<file path="src/rtl/sgdma_pkg.sv">
package sgdma_pkg;

    localparam int ADDR_W  = 32;
    localparam int DATA_W  = 32;
    localparam int BE_W    = DATA_W / 8;
    localparam int LEN_W   = 29;
    localparam logic [LEN_W-1:0] SEG_MAX = 29'h1FFF_FFFE;
    localparam logic [LEN_W-1:0] WORD_BYTES = LEN_W'(BE_W);

    // control bit positions
    localparam int C_GO    = 0;
    localparam int C_STOP  = 1;
    localparam int C_TOMEM = 2;
    localparam int C_HOLD  = 7;
    localparam int C_FLAG0 = 11;

    // status bit positions
    localparam int S_ACT   = 0;
    localparam int S_END   = 1;
    localparam int S_ERR   = 2;
    localparam int S_DEV   = 4;

    // register selects
    localparam int SEL_CTRL = 0;
    localparam int SEL_STAT = 1;
    localparam int SEL_BASE = 2;

    typedef struct packed {
        logic hold;
        logic flag_in_addr;
        logic to_mem;
        logic go;
    } ctrl_t;

    typedef struct packed {
        logic [ADDR_W-1:0] addr;
        logic [LEN_W-1:0]  len;
        logic              last;
    } desc_t;

    typedef enum logic [2:0] {
        W_IDLE,
        W_FETCH_A,
        W_FETCH_L,
        W_MOVE,
        W_PUSH
    } wstate_t;

    function automatic desc_t decode_desc(input logic [DATA_W-1:0] w0,
                                          input logic [DATA_W-1:0] w1,
                                          input logic flag_in_addr);
        desc_t d;
        d.addr = {w0[ADDR_W-1:2], 2'b00};
        d.len  = w1[LEN_W-1:0];
        d.last = flag_in_addr ? w0[0] : w1[DATA_W-1];
        return d;
    endfunction

    function automatic logic [BE_W-1:0] lane_mask(input logic [LEN_W-1:0] left);
        logic [BE_W-1:0] m;
        for (int i = 0; i < BE_W; i++)
            m[i] = (left > LEN_W'(i));
        return m;
    endfunction

endpackage

</file>
<file path="src/rtl/sgdma_regs.sv">
module sgdma_regs
    import sgdma_pkg::*;
#(
    parameter int REG_AW = 2
) (
    input  logic                clk,
    input  logic                rst,
    input  logic                reg_we,
    input  logic [REG_AW-1:0]   reg_addr,
    input  logic [DATA_W-1:0]   reg_wdata,
    output logic [DATA_W-1:0]   reg_rdata,
    input  logic                dev_irq,
    input  logic                busy,
    input  logic                ev_end,
    input  logic                ev_err,
    output ctrl_t               ctrl,
    output logic [ADDR_W-1:0]   base,
    output logic                kill
);

    logic wr_ctrl, wr_stat, wr_base;
    logic st_end, st_err, st_dev;
    logic [ADDR_W-1:3] base_q;

    assign wr_ctrl = reg_we && (reg_addr == REG_AW'(SEL_CTRL));
    assign wr_stat = reg_we && (reg_addr == REG_AW'(SEL_STAT));
    assign wr_base = reg_we && (reg_addr == REG_AW'(SEL_BASE));

    // stop or hold written while running aborts the walk in this cycle
    assign kill = wr_ctrl && ctrl.go && (reg_wdata[C_STOP] || reg_wdata[C_HOLD]);

    always_ff @(posedge clk) begin
        if (rst) begin
            ctrl   <= '0;
            base_q <= '0;
            st_end <= 1'b0;
            st_err <= 1'b0;
            st_dev <= 1'b0;
        end else begin
            if (wr_ctrl) begin
                ctrl.to_mem       <= reg_wdata[C_TOMEM];
                ctrl.flag_in_addr <= reg_wdata[C_FLAG0];
                ctrl.hold         <= reg_wdata[C_HOLD];
            end
            if (wr_ctrl && (reg_wdata[C_STOP] || reg_wdata[C_HOLD]))
                ctrl.go <= 1'b0;
            else if (ev_end || ev_err)
                ctrl.go <= 1'b0;
            else if (wr_ctrl && reg_wdata[C_GO])
                ctrl.go <= 1'b1;

            if (wr_base)
                base_q <= reg_wdata[ADDR_W-1:3];

            if (ctrl.hold) begin
                st_end <= 1'b0;
                st_err <= 1'b0;
            end else begin
                st_end <= (st_end && !(wr_stat && reg_wdata[S_END])) || ev_end;
                st_err <= (st_err && !(wr_stat && reg_wdata[S_ERR])) || ev_err;
            end
            st_dev <= (st_dev && !(wr_stat && reg_wdata[S_DEV])) || dev_irq;
        end
    end

    assign base = {base_q, 3'b000};

    always_comb begin
        reg_rdata = '0;
        case (int'(reg_addr))
            SEL_CTRL: begin
                reg_rdata[C_GO]    = ctrl.go;
                reg_rdata[C_TOMEM] = ctrl.to_mem;
                reg_rdata[C_HOLD]  = ctrl.hold;
                reg_rdata[C_FLAG0] = ctrl.flag_in_addr;
            end
            SEL_STAT: begin
                reg_rdata[S_ACT] = busy;
                reg_rdata[S_END] = st_end;
                reg_rdata[S_ERR] = st_err;
                reg_rdata[S_DEV] = st_dev;
            end
            SEL_BASE: reg_rdata = base;
            default:  reg_rdata = '0;
        endcase
    end

    // a stop write always leaves start cleared
    p_stop_clears_r7: assert property (@(posedge clk) disable iff (rst)
        (wr_ctrl && reg_wdata[C_STOP]) |=> !ctrl.go);

    // hold and start never coexist
    p_hold_blocks_r8: assert property (@(posedge clk) disable iff (rst)
        ctrl.hold |-> !ctrl.go);

    // normal end appears together with start being released
    p_end_releases_r4: assert property (@(posedge clk) disable iff (rst)
        $rose(st_end) |-> !ctrl.go);

    // an error never comes with a normal end
    p_err_no_end_r6: assert property (@(posedge clk) disable iff (rst)
        $rose(st_err) |-> (!ctrl.go && !$rose(st_end)));

    // write-one clears normal end when no new end arrives
    p_w1c_end_r9: assert property (@(posedge clk) disable iff (rst)
        (wr_stat && reg_wdata[S_END] && !ev_end) |=> !st_end);

endmodule

</file>
<file path="src/rtl/sgdma_walker.sv">
module sgdma_walker
    import sgdma_pkg::*;
(
    input  logic               clk,
    input  logic               rst,
    input  ctrl_t              ctrl,
    input  logic               kill,
    input  logic [ADDR_W-1:0]  base,
    output logic               busy,
    output logic               ev_end,
    output logic               ev_err,
    output logic               mem_req,
    output logic               mem_we,
    output logic [ADDR_W-1:0]  mem_addr,
    output logic [DATA_W-1:0]  mem_wdata,
    output logic [BE_W-1:0]    mem_be,
    input  logic               mem_ready,
    input  logic [DATA_W-1:0]  mem_rdata,
    input  logic               in_valid,
    output logic               in_ready,
    input  logic [DATA_W-1:0]  in_data,
    output logic               out_valid,
    input  logic               out_ready,
    output logic [DATA_W-1:0]  out_data
);

    wstate_t            state, nstate;
    logic [ADDR_W-1:0]  tptr, cur;
    logic [DATA_W-1:0]  w0_q, hold_q;
    logic [LEN_W-1:0]   rem;
    logic               last_q, to_mem_q, flag_q;
    logic               abort, launch, seg_step, seg_last;
    desc_t              dsc;

    assign abort    = kill || !ctrl.go;
    assign launch   = (state == W_IDLE) && ctrl.go && !kill;
    assign seg_last = (rem <= WORD_BYTES);
    assign dsc      = decode_desc(w0_q, mem_rdata, flag_q);
    assign busy     = (state != W_IDLE);
    assign out_data = hold_q;

    always_comb begin
        nstate    = state;
        mem_req   = 1'b0;
        mem_we    = 1'b0;
        mem_addr  = tptr;
        mem_wdata = in_data;
        mem_be    = '1;
        in_ready  = 1'b0;
        out_valid = 1'b0;
        ev_end    = 1'b0;
        ev_err    = 1'b0;
        seg_step  = 1'b0;
        case (state)
            W_IDLE: if (launch) nstate = W_FETCH_A;
            W_FETCH_A: begin
                mem_req = !abort;
                if (!abort && mem_ready) nstate = W_FETCH_L;
            end
            W_FETCH_L: begin
                mem_req  = !abort;
                mem_addr = tptr + ADDR_W'(BE_W);
                if (!abort && mem_ready) begin
                    if (dsc.len > SEG_MAX) begin
                        ev_err = 1'b1;
                        nstate = W_IDLE;
                    end else if (dsc.len == '0) begin
                        if (dsc.last) begin
                            ev_end = 1'b1;
                            nstate = W_IDLE;
                        end else begin
                            nstate = W_FETCH_A;
                        end
                    end else begin
                        nstate = W_MOVE;
                    end
                end
            end
            W_MOVE: begin
                mem_addr = cur;
                if (to_mem_q) begin
                    mem_req  = in_valid && !abort;
                    mem_we   = 1'b1;
                    mem_be   = lane_mask(rem);
                    in_ready = mem_ready && !abort;
                    seg_step = in_valid && mem_ready && !abort;
                end else begin
                    mem_req = !abort;
                    if (!abort && mem_ready) nstate = W_PUSH;
                end
            end
            W_PUSH: begin
                out_valid = !abort;
                seg_step  = out_ready && !abort;
            end
            default: nstate = W_IDLE;
        endcase
        if (seg_step) begin
            if (!seg_last) begin
                nstate = W_MOVE;
            end else if (last_q) begin
                ev_end = 1'b1;
                nstate = W_IDLE;
            end else begin
                nstate = W_FETCH_A;
            end
        end
        if (abort && state != W_IDLE) nstate = W_IDLE;
    end

    always_ff @(posedge clk) begin
        if (rst) begin
            state    <= W_IDLE;
            tptr     <= '0;
            cur      <= '0;
            w0_q     <= '0;
            hold_q   <= '0;
            rem      <= '0;
            last_q   <= 1'b0;
            to_mem_q <= 1'b0;
            flag_q   <= 1'b0;
        end else begin
            state <= nstate;
            if (launch) begin
                tptr     <= base;
                to_mem_q <= ctrl.to_mem;
                flag_q   <= ctrl.flag_in_addr;
            end
            if (state == W_FETCH_A && mem_ready && !abort)
                w0_q <= mem_rdata;
            if (state == W_FETCH_L && mem_ready && !abort) begin
                tptr   <= tptr + ADDR_W'(2 * BE_W);
                cur    <= dsc.addr;
                rem    <= dsc.len;
                last_q <= dsc.last;
            end
            if (state == W_MOVE && !to_mem_q && mem_ready && !abort)
                hold_q <= mem_rdata;
            if (seg_step) begin
                cur <= cur + ADDR_W'(BE_W);
                rem <= seg_last ? '0 : rem - WORD_BYTES;
            end
        end
    end

    // streams follow the latched direction
    p_in_dir_r3: assert property (@(posedge clk) disable iff (rst)
        !to_mem_q |-> !in_ready);
    p_out_dir_r3: assert property (@(posedge clk) disable iff (rst)
        to_mem_q |-> !out_valid);

    // a segment being moved is never empty nor over the limit
    p_seg_len_r6: assert property (@(posedge clk) disable iff (rst)
        (state == W_MOVE) |-> (rem != '0 && rem <= SEG_MAX));

    // a stalled read keeps its address until taken or aborted
    p_read_hold_r1: assert property (@(posedge clk) disable iff (rst)
        (mem_req && !mem_we && !mem_ready) |=>
            ((mem_req && $stable(mem_addr)) || kill || !ctrl.go));

endmodule

</file>
<file path="src/rtl/sgdma_engine.sv">
module sgdma_engine
    import sgdma_pkg::*;
#(
    parameter int REG_AW = 2
) (
    input  logic                clk,
    input  logic                rst,
    input  logic                reg_we,
    input  logic [REG_AW-1:0]   reg_addr,
    input  logic [31:0]         reg_wdata,
    output logic [31:0]         reg_rdata,
    input  logic                dev_irq,
    output logic                mem_req,
    output logic                mem_we,
    output logic [31:0]         mem_addr,
    output logic [31:0]         mem_wdata,
    output logic [3:0]          mem_be,
    input  logic                mem_ready,
    input  logic [31:0]         mem_rdata,
    input  logic                in_valid,
    output logic                in_ready,
    input  logic [31:0]         in_data,
    output logic                out_valid,
    input  logic                out_ready,
    output logic [31:0]         out_data
);

    ctrl_t             ctrl;
    logic [ADDR_W-1:0] base;
    logic              kill, busy, ev_end, ev_err;

    sgdma_regs #(.REG_AW(REG_AW)) u_regs (
        .clk       (clk),
        .rst       (rst),
        .reg_we    (reg_we),
        .reg_addr  (reg_addr),
        .reg_wdata (reg_wdata),
        .reg_rdata (reg_rdata),
        .dev_irq   (dev_irq),
        .busy      (busy),
        .ev_end    (ev_end),
        .ev_err    (ev_err),
        .ctrl      (ctrl),
        .base      (base),
        .kill      (kill)
    );

    sgdma_walker u_walk (
        .clk       (clk),
        .rst       (rst),
        .ctrl      (ctrl),
        .kill      (kill),
        .base      (base),
        .busy      (busy),
        .ev_end    (ev_end),
        .ev_err    (ev_err),
        .mem_req   (mem_req),
        .mem_we    (mem_we),
        .mem_addr  (mem_addr),
        .mem_wdata (mem_wdata),
        .mem_be    (mem_be),
        .mem_ready (mem_ready),
        .mem_rdata (mem_rdata),
        .in_valid  (in_valid),
        .in_ready  (in_ready),
        .in_data   (in_data),
        .out_valid (out_valid),
        .out_ready (out_ready),
        .out_data  (out_data)
    );

    // nothing is requested while the engine is idle and not launching
    p_idle_quiet_r11: assert property (@(posedge clk) disable iff (rst)
        (!busy) |-> !mem_req);

endmodule

</file>
<file path="config.mk">
export PLATFORM = sky130hd
export DESIGN_NAME = sgdma_engine
export DESIGN_NICKNAME = d
export VERILOG_FILES = /design/src/rtl/sgdma_pkg.sv /design/src/rtl/sgdma_regs.sv /design/src/rtl/sgdma_walker.sv /design/src/rtl/sgdma_engine.sv
export SDC_FILE = /design/constraint.sdc
export NUM_CORES = 1
export LEC_CHECK = 0
export BUFFER_PORTS_ARGS = -buffer_cell sky130_fd_sc_hd__buf_2
export CORE_ASPECT_RATIO = 1.1
export CORE_MARGIN = 8
export CORE_UTILIZATION = 59
export CTS_CLUSTER_SIZE = 12
export DETAILED_ROUTE_END_ITERATION = 8
export GPL_TIMING_DRIVEN = 0
export HOLD_SLACK_MARGIN = 0.05
export PLACE_DENSITY = 0.94
export SLEW_MARGIN = 40
export SYNTH_ARGS = -nofsm -noshare
export SYNTH_HDL_FRONTEND = slang
export SYNTH_SLANG_ARGS = --single-unit
</file>
<file path="constraint.sdc">
create_clock -name clk -period 3.4 [get_ports clk]
set_input_delay 0.17 -clock clk [delete_from_list [all_inputs] [get_ports clk]]
set_output_delay 0.17 -clock clk [all_outputs]
set_load 0.01 [all_outputs]
</file>
==> impl_results.md <==
* Post-CTS Setup Inserts at 0
* Top Ports at 241
* Chip Width at 142 µm
* Min cycle time layout at 3190 ps
* Fin crit share at 0.938
* Standby leakage power at 5.30 nW
* Worst-Margin Slew at 884 ps
* Layout cell share with drive strength beyond 1 at 0.203
* MaxCap Viol Count at 0
* Worst skew pair latency at 460 ps
* Post-synth EDFFs at 0
* FF+latch count, synth at 193
* Final non-filler cell total at approximately 1800
* RSZ-0062 raised after global routing: false
* DR vias/cell at 6.52
* Clk buf depth at 2
* Largest net degree at the start of global routing at 20
* WL final at around 38000 µm
* Worst Setup End Kind: flop
* DP Cell Count at 1733
* Overflow left after global routing at 0
* CP max FO at 10
* Site Rows at 50
* Reg clk slew, reported paths at 70 ps
* DIE HEIGHT at 155 µm
* Post-Syn Area per Cell at 7.96 µm²
* FMAX at 0.314 GHz
* Status: complete, no violations
* Slew Limit Fails at 0
* Util after Layout at 0.736
* Num CTS Buffers at 17
* Initial core utilization at 0.603
* CTS tree: done
* Tot GR Track Use at 0.336
* Total die area at 22000 µm²
* Crit path kind: reg -> reg
* # diodes at 0
* Setup violations, final at 0
* VDD IR max at 0.000390 V
* Register area share after synthesis at 0.375
* Pre-CTS setup slack at -43.1 ps
* Antenna Nets Post-Route at 0
* PwrDens at 377 nW/µm²
* Initial antenna violation count at 0
* Placed inst area at 11600 µm²
* YS warnings at 0
* DP HPWL at 26900 µm
* Routed length per instance at 21.2 µm
* Total number of vias at 11700
* P&R area growth vs syn at 22.1%
* Post-synth top flop: dfxtp_1
* Clock sink total at 193
* Placer congestion estimate at 1.00
* Root buffer cell: clkbuf_16
* First-pass GRT wire length at about 59000 µm
* Initial DRC count at 1592
* Worst EP required at 3760 ps
* Startpoint types: flop
* Core area at 17100 µm²
* Finished Cell Area at 12600 µm²
* Max-Slew Margin vs Limit at 0.406
* Mapped Area at ~10000 µm²
* 1st-pass router iterations at 6
* I/O Buffers at slightly above 200
* Library cells used by synthesis at 66
* Mapped Cells at 1294
* Clock skew at 10.4 ps
* Final hold violation count at 0
* CP Data Arrival Time at 3540 ps
* # H-tree levels at 4
* Fin nets at between 1500 and 2000
* Vias in the first global route at around 11000
* Final routed DRC violation total at 0
* PnR worst setup slack at between 200 and 250 ps
* FFs w/ async S/R, synth at 0
* Hold Crit Class: in -> reg
[metrics by stage]
| step | hold WS [ps] | TNS (ps) | total power [W] |
|---|---|---|---|
| global route | 63.7 | 0 | 0.00483 |
| detailed placement | 398 | -83.0 | 0.00267 |
| floorplan | 287 | 0 | 0.00251 |
| CTS | 52.4 | 0 | 0.00471 |
| global placement | 383 | 0 | 0.00267 |
| finish | 57.1 | 0 | 0.00474 |
[cell type report]
cell class                 count  area, µm²
tap                          234        293
timing repair buffer         238       1360
clock buffer                  18        439
sequential                   193       3860
buffer                       124        598
multi-input combinational    953       5770
clock inverter                14        163
inverter                      25       93.8
fill                        1262       4500
[per-layer routing]
layer | global-route usage | wire [µm] | up-vias
met5 | 0 | 0 | -
met4 | 0.218 | 2390 | 0
met2 | 0.545 | 17400 | 948
li1 | - | - | 5208
met1 | 0.376 | 13600 | 5344
met3 | 0.101 | 4700 | 232
[power by group]
group | switching (W) | total, W | internal [W]
clock | 0.00100 | 0.00207 | 0.00107
combinational | 0.000228 | 0.000375 | 0.000147
sequential | 0.0000161 | 0.00229 | 0.00228
[cells in the final DEF (no fill, tap or decap), types with 34 or more instances in the layout]
cell,count
nor2_1,138
dlygate4sd3_1,34
buf_4,34
and2_1,36
buf_2,206
dfxtp_1,193
clkbuf_1,79
nand2_1,151
o21ai_0,43
mux2i_1,67
a21oi_1,72
a31oi_1,52
nand3_1,55
[registers in the layout (all words and copies together), names as in the netlist]
signal / count
u_regs.ctrl: 4
u_regs.st_dev: 1
u_regs.st_err: 1
u_walk.flag_q: 1
u_walk.tptr: 29
u_regs.st_end: 1
u_walk.cur: 30
u_walk.rem: 29
u_walk.to_mem_q: 1
u_walk.last_q: 1
u_walk.w0_q: 31
u_walk.out_data: 32
u_regs.base_q: 29
u_walk.state: 3
[worst paths after layout]
check | cells past startpoint | from | slack (ps) | to
worst max register to register | 7 | u_walk.state[0]$_SDFFE_PP0P_ | 210 | u_walk.last_q$_SDFFE_PP0P_
worst max-delay path | 7 | u_walk.state[0]$_SDFFE_PP0P_ | 210 | u_walk.last_q$_SDFFE_PP0P_
worst min register to register | 2 | u_regs.base_q[10]$_SDFFE_PP0P_ | 470 | u_regs.base_q[10]$_SDFFE_PP0P_
worst min-delay path | 3 | mem_rdata[5] | 60 | u_walk.w0_q[5]$_SDFFE_PP0P_
[cell usage after synthesis, types with 7 or more instances]
cell / n / area (µm²)
mux2_2: 31 / 349
and2_1: 36 / 225
clkbuf_1: 80 / 300
or3_1: 22 / 138
a211oi_1: 14 / 105
or4_1: 20 / 150
o21ai_0: 43 / 215
inv_1: 25 / 93.8
buf_1: 7 / 26.3
o311ai_0: 11 / 96.3
buf_4: 34 / 255
mux2i_1: 67 / 671
a2bb2oi_1: 11 / 96.3
nand4_1: 30 / 188
nor2_1: 138 / 518
nand3_1: 56 / 280
nand2_1: 151 / 567
a21oi_1: 72 / 360
nor3_1: 31 / 155
dfxtp_1: 193 / 3860
ha_1: 7 / 87.6
nor4_1: 28 / 175
o211ai_1: 14 / 105
and3_1: 15 / 93.8
xnor2_1: 8 / 70.1
a31oi_1: 52 / 325
[repair_timing]
action | 4_1_cts | 5_1_grt
hold buffers | 34 | 0
resized for setup | 0 | 4
endpoints found under the setup margin | 0 | 7
hold endpoints to repair | 38 | 0
[worst max-delay path, cell delays in order, from the launching register on]
cell	delay (ps)
dfxtp_1	340
nand4bb_1	220
clkbuf_1	300
nor3_1	550
clkbuf_1	610
buf_1	660
nor2_1	130
a211oi_1	280
[kinds of logic after synthesis]
family / count (synthesis) / share of synthesized area
AND/OR/NAND/NOR: 565 / 0.272
AO/OA/AOI/OAI: 271 / 0.169
flip-flops: 193 / 0.375
buffers and inverters: 149 / 0.0670
multiplexers: 98 / 0.0990
XOR/XNOR: 10 / 0.00850
adder cells (fa/ha/maj): 7 / 0.00850
other: 1 / 0.000364
(Power assumes the default switching activity.)
